`src/rtl/fwl_pkg.sv`:
```
package fwl_pkg;
  typedef enum logic [1:0] {
    ST_HDR  = 2'd0,
    ST_PAY  = 2'd1,
    ST_HALT = 2'd2
  } fwl_state_e;
endpackage

```
`src/rtl/fwl_parser.sv`:
```
module fwl_parser
  import fwl_pkg::*;
#(
  parameter int ADDR_W = 16,
  parameter int LEN_W  = 16
) (
  input  logic              clk,
  input  logic              rst,
  input  logic              acc_i,
  input  logic [7:0]        byte_i,
  input  logic              last_i,
  output logic              pay_stb_o,
  output logic [ADDR_W-1:0] pay_addr_o,
  output logic [7:0]        pay_data_o,
  output logic              done_o,
  output logic              err_o
);
  localparam int HDR_W     = ADDR_W + LEN_W;
  localparam int HDR_BYTES = HDR_W / 8;
  localparam int IDX_W     = (HDR_BYTES > 1) ? $clog2(HDR_BYTES) : 1;

  fwl_state_e        state;
  logic [HDR_W-1:0]  hdr_sr;
  logic [IDX_W-1:0]  idx;
  logic [ADDR_W-1:0] cur_addr;
  logic [LEN_W-1:0]  remain;

  logic [HDR_W-1:0]  hdr_full;
  logic [LEN_W-1:0]  new_len;
  logic              hdr_end, pay_end, at_boundary;

  // little-endian assembly: each new byte enters at the top and shifts down
  assign hdr_full    = {byte_i, hdr_sr[HDR_W-1:8]};
  assign new_len     = hdr_full[HDR_W-1:ADDR_W];
  assign hdr_end     = (idx == IDX_W'(HDR_BYTES - 1));
  assign pay_end     = (remain == LEN_W'(1));
  assign at_boundary = ((state == ST_HDR) && hdr_end && (new_len == '0)) ||
                       ((state == ST_PAY) && pay_end);

  assign pay_stb_o  = acc_i && (state == ST_PAY);
  assign pay_addr_o = cur_addr;
  assign pay_data_o = byte_i;
  assign err_o      = (state == ST_HALT);

  always_ff @(posedge clk) begin
    if (rst) begin
      state    <= ST_HDR;
      hdr_sr   <= '0;
      idx      <= '0;
      cur_addr <= '0;
      remain   <= '0;
      done_o   <= 1'b0;
    end else begin
      done_o <= 1'b0;
      if (acc_i) begin
        case (state)
          ST_HDR: begin
            hdr_sr <= hdr_full;
            if (hdr_end) begin
              idx      <= '0;
              cur_addr <= hdr_full[ADDR_W-1:0];
              remain   <= new_len;
              if (new_len != '0) state <= ST_PAY;
            end else begin
              idx <= idx + 1'b1;
            end
          end
          ST_PAY: begin
            cur_addr <= cur_addr + 1'b1;
            remain   <= remain - 1'b1;
            if (pay_end) state <= ST_HDR;
          end
          default: state <= ST_HALT;
        endcase
        if (last_i) begin
          if (at_boundary) done_o <= 1'b1;
          else begin
            state <= ST_HALT;
            idx   <= '0;
          end
        end
      end
    end
  end

  assert_err_sticky_R7: assert property (@(posedge clk) disable iff (rst)
    err_o |=> err_o);
  assert_done_pulse_R6: assert property (@(posedge clk) disable iff (rst)
    done_o |=> !done_o);
  assert_hdr_align_R1: assert property (@(posedge clk) disable iff (rst)
    (state == ST_PAY) |-> (idx == '0));
endmodule

```
`src/rtl/fwl_wr_stage.sv`:
```
module fwl_wr_stage #(
  parameter int ADDR_W = 16
) (
  input  logic              clk,
  input  logic              rst,
  input  logic              load_i,
  input  logic [ADDR_W-1:0] addr_i,
  input  logic [7:0]        data_i,
  input  logic              ram_ready_i,
  output logic              ram_we_o,
  output logic [ADDR_W-1:0] ram_addr_o,
  output logic [7:0]        ram_wdata_o
);
  always_ff @(posedge clk) begin
    if (rst) begin
      ram_we_o    <= 1'b0;
      ram_addr_o  <= '0;
      ram_wdata_o <= '0;
    end else if (load_i) begin
      ram_we_o    <= 1'b1;
      ram_addr_o  <= addr_i;
      ram_wdata_o <= data_i;
    end else if (ram_ready_i) begin
      ram_we_o <= 1'b0;
    end
  end

  assert_hold_R5: assert property (@(posedge clk) disable iff (rst)
    (ram_we_o && !ram_ready_i) |=>
      (ram_we_o && $stable(ram_addr_o) && $stable(ram_wdata_o)));
endmodule

```
`src/rtl/fw_record_loader.sv`:
```
module fw_record_loader #(
  parameter int ADDR_W = 16,
  parameter int LEN_W  = 16
) (
  input  logic              clk,
  input  logic              rst,
  input  logic              in_valid,
  input  logic [7:0]        in_data,
  input  logic              in_last,
  output logic              in_ready,
  output logic              ram_we,
  output logic [ADDR_W-1:0] ram_addr,
  output logic [7:0]        ram_wdata,
  input  logic              ram_ready,
  output logic              load_done,
  output logic              load_err
);
  logic              acc, pay_stb;
  logic [ADDR_W-1:0] pay_addr;
  logic [7:0]        pay_data;

  assign in_ready = !load_err && (!ram_we || ram_ready);
  assign acc      = in_valid && in_ready;

  fwl_parser #(.ADDR_W(ADDR_W), .LEN_W(LEN_W)) u_parser (
    .clk       (clk),
    .rst       (rst),
    .acc_i     (acc),
    .byte_i    (in_data),
    .last_i    (in_last),
    .pay_stb_o (pay_stb),
    .pay_addr_o(pay_addr),
    .pay_data_o(pay_data),
    .done_o    (load_done),
    .err_o     (load_err)
  );

  fwl_wr_stage #(.ADDR_W(ADDR_W)) u_wr (
    .clk        (clk),
    .rst        (rst),
    .load_i     (pay_stb),
    .addr_i     (pay_addr),
    .data_i     (pay_data),
    .ram_ready_i(ram_ready),
    .ram_we_o   (ram_we),
    .ram_addr_o (ram_addr),
    .ram_wdata_o(ram_wdata)
  );

  assert_no_drop_R5: assert property (@(posedge clk) disable iff (rst)
    pay_stb |-> (!ram_we || ram_ready));
  assert_excl_R6: assert property (@(posedge clk) disable iff (rst)
    !(load_done && load_err));
  assert_err_blocks_R7: assert property (@(posedge clk) disable iff (rst)
    load_err |-> !in_ready);
endmodule

```
`config.mk`:
```
export PLATFORM = sky130hd
export DESIGN_NAME = fw_record_loader
export DESIGN_NICKNAME = d
export VERILOG_FILES = /design/src/rtl/fwl_pkg.sv /design/src/rtl/fwl_parser.sv /design/src/rtl/fwl_wr_stage.sv /design/src/rtl/fw_record_loader.sv
export SDC_FILE = /design/constraint.sdc
export NUM_CORES = 1
export LEC_CHECK = 0
export CAP_MARGIN = 20
export CORE_UTILIZATION = 38
export DETAILED_ROUTE_END_ITERATION = 8
export PLACE_DENSITY = 0.67
export SYNTH_ARGS = -nofsm -noshare
export SYNTH_HDL_FRONTEND = slang
export SYNTH_SLANG_ARGS = --single-unit
export TNS_END_PERCENT = 100
```
`constraint.sdc`:
```
create_clock -name clk -period 2.6 [get_ports clk]
set_input_delay 0.52 -clock clk [delete_from_list [all_inputs] [get_ports clk]]
set_output_delay 0.52 -clock clk [all_outputs]
set_load 0.02 [all_outputs]
```
==> results of run 1 <==
==> cell usage in the layout, fill, tap and decap left out, types with 4 or more instances in the layout <==
| cell | Yosys | layout |
|---|---|---|
| nand4b_1 | 4 | 4 |
| nor4_1 | 11 | 11 |
| mux2i_1 | 8 | 8 |
| and3_1 | 4 | 4 |
| nand4_1 | 8 | 8 |
| nand3_1 | 16 | 16 |
| buf_4 | 0 | 26 |
| nand2_1 | 114 | 114 |
| a21oi_1 | 75 | 75 |
| nor2b_1 | 4 | 4 |
| and2_1 | 8 | 8 |
| nand2b_1 | 6 | 6 |
| clkbuf_8 | 0 | 10 |
| a22oi_1 | 4 | 4 |
| inv_1 | 10 | 10 |
| o2bb2ai_1 | 4 | 4 |
| clkdlybuf4s50_1 | 0 | 39 |
| a31oi_1 | 8 | 8 |
| o21ai_0 | 19 | 19 |
| or3_1 | 6 | 6 |
| ha_1 | 4 | 4 |
| a211oi_1 | 5 | 5 |
| nor3_1 | 15 | 13 |
| dfxtp_1 | 86 | 86 |
| nor2_1 | 17 | 17 |
==> worst paths after layout <==
| path | endpoint | from | depth (start not counted) |
|---|---|---|---|
| setup / recovery | in_ready | u_parser.state[0]$_SDFFE_PP0P_ | 3 |
| hold / removal | u_wr.ram_addr_o[1]$_SDFFE_PP0P_ | u_wr.ram_addr_o[1]$_SDFFE_PP0P_ | 2 |
| setup reg to reg | u_parser.remain[14]$_SDFFE_PP0P_ | u_parser.state[0]$_SDFFE_PP0P_ | 5 |
| hold reg to reg | u_wr.ram_addr_o[1]$_SDFFE_PP0P_ | u_wr.ram_addr_o[1]$_SDFFE_PP0P_ | 2 |
==> registers in the layout (all words and copies together), names as in the netlist <==
| register | cells |
|---|---|
| u_parser.remain | 16 |
| u_parser.hdr_sr | 24 |
| u_parser.idx | 2 |
| u_wr.ram_wdata_o | 8 |
| u_wr.ram_addr_o | 16 |
| u_wr.ram_we_o | 1 |
| u_parser.state | 2 |
| u_parser.pay_addr_o | 16 |
| u_parser.done_o | 1 |
==> synth_stat cells (8+ instances only) <==
| cell type | instances |
|---|---|
| a21oi_1 | 75 |
| nor4_1 | 11 |
| o21ai_0 | 19 |
| nand3_1 | 16 |
| nand4_1 | 8 |
| nor2_1 | 17 |
| nor3_1 | 15 |
| dfxtp_1 | 86 |
| inv_1 | 10 |
| clkbuf_1 | 31 |
| nand2_1 | 114 |
| a31oi_1 | 8 |
| and2_1 | 8 |
| mux2i_1 | 8 |
==> critical path, stage by stage, from the launching register on <==
cell and delay [ns]:
dfxtp_1 0.63, nor2b_1 0.14, nor2_1 0.13, clkdlybuf4s50_1 0.61
==> metrics by stage <==
stage | utilization | instance area (sq um) | hold WS, ns
4_1_cts | 0.475 | 4880 | 0.460
2_1_floorplan | - | 4030 | 0.432
6_report | 0.475 | 4880 | 0.455
5_1_grt | 0.475 | 4880 | 0.473
3_3_place_gp | 0.456 | 4680 | 0.443
3_5_place_dp | 0.456 | 4680 | 0.448
==> layout make-up <==
type                       count  area, sq um  share of cell area
inverter                      10         37.5             0.00769
clock buffer                  10          138              0.0282
multi-input combinational    387         2140               0.439
tap                          136          170              0.0349
timing repair buffer          67          611               0.125
sequential                    86         1720               0.353
clock inverter                 5         57.6              0.0118
==> cell families after synthesis <==
| family | share of synthesized area |
|---|---|
| AOI/OAI and AO/OA | 0.217 |
| DFF | 0.428 |
| muxes | 0.0255 |
| and+or+nand+nor | 0.273 |
| buffers and inverters | 0.0438 |
| adders and majority gates | 0.0124 |
==> routing by layer <==
layer  global-route usage  up-vias  wire (um)
met5                    0        -          0
met4                0.103        0        320
met3               0.0331       26        602
met2                0.332      141       5120
met1                0.276     1830       5110
li1                     -     1941          -
==> power by group through the flow <==
stage                     clock, mW  combinational, mW  sequential, mW
after floorplan                   0              0.101            1.38
after global placement            0              0.169            1.39
after detailed placement          0              0.170            1.39
after CTS                     0.972              0.170            1.36
after global routing           1.03              0.187            1.36
final                         0.957              0.171            1.36
==> results_dict.tcl, run 1 <==
set metrics [dict create \
    status "complete, no violations" \
    post_cts_resized 0 \
    worstMarginPinSlew_ns 0.610 \
    wl_mm 11.2 \
    grt_pass1_vias 3534 \
    min_period_ns 2.40 \
    clock-sinks 86 \
    ys_warn_count 0 \
    die_h_um 105 \
    powerDensity_mw_per_mm2 510 \
    arrival_ns 1.88 \
    synth_cells 519 \
    die_area_sq_mm 0.0110 \
    root_buffer "clkbuf_8" \
    clk_pin_slew_ns 0.09 \
    antenna_found_initial 0 \
    p_int_mw 1.87 \
    slew_headroom 0.594 \
    track_usage 0.209 \
    hp-class "reg2reg" \
    start_kind "flop" \
    synth_area_sq_mm 0.00403 \
    synth_edf_count 0 \
    hold_viol_final 0 \
    setup_slack_ns 0.201 \
    max_clock_freq_mhz 417 \
    max-cap-violations 0 \
    critPathKind "reg2out" \
    dp_hpwl_mm 7.99 \
    rrSetupSlack_ns 0.56 \
    p_sw_uw 615 \
    numPortBuffers 40 \
    fin_crit_sh 0.923 \
    routedWlPerCell_um 15.9 \
    slew_violations 0 \
    grt_max_degree 55 \
    setup_viol 0 \
    ant_nets 0 \
    rows 37 \
    avgViaCountPerCell 5.62 \
    core_area_sq_mm 0.0103 \
    num_vias 3938 \
    yosys.area.top_type "dfxtp_1" \
    cp-end-kind "output pin" \
    clk_latency_ns 0.37 \
    cts_inserted_buffers 9 \
    p_comb_frac 0.069 \
    rsz0062_at_grt "no" \
    cts_tree "done" \
    fin_nets 578 \
    areaGrowthSynthToFinish_pct 21.2 \
    tns_ns 0 \
    antenna_cells 0 \
    drcViolationCount 0 \
    syn_nets 536 \
    place_congestion 0.920 \
    peakVddDrop_mv 0.252 \
    synthArstFlopShare 0 \
    avgSynthCellArea_sq_um 7.76 \
    start_util 0.392 \
    skew_ns 0.0149 \
    postCtsSetupBuffers 0 \
    ctsHoldBuffers 0 \
    ios 41 \
    dp_slack_ns 0.234 \
    yosysUniqueCellTypes 53 \
    grt_pass1_wl_mm 18.2 \
    dominantRegCellSynth "dfxtp_1" \
    power_frac_clock 0.385 \
    synth_seq_cells 86 \
    synth_top_area_share 0.428 \
    die_x_um 105 \
    cts.path.max_buffers 2 \
    switching_share 0.247 \
    seq_area_frac_synth 0.428 \
    path_max_fanout 13 \
    drive_gt1_frac 0.0920 \
    htreeDepth 3 \
    total_power_mw 2.49 \
    dp_cells 686 \
    synth_top_cells_by_area "dfxtp_1, nand2_1, a21oi_1" \
    fill_cells 1013 \
    cp.required_ns 2.08 \
    drt-pass1-iter-count 5 \
    drt-initial-drc-count 314 \
    power_frac_seq 0.547 \
    p_leak_nw 1.61 \
    overflow 0 \
    instances_no_fill 701 \
]
No activity file was read; power rests on OpenSTA's default activity.
==> inputs of run 2 (changes only) <==
--- a/config.mk
+++ b/config.mk
@@ -5,6 +5,7 @@
 export SDC_FILE = /design/constraint.sdc
 export NUM_CORES = 1
 export LEC_CHECK = 0
+export ABC_CLOCK_PERIOD_IN_PS = 2600
 export CAP_MARGIN = 20
 export CORE_UTILIZATION = 38
 export DETAILED_ROUTE_END_ITERATION = 8
==> results of run 2 <==
No change in the layout: final DEF, timing and power equal those of run 1.
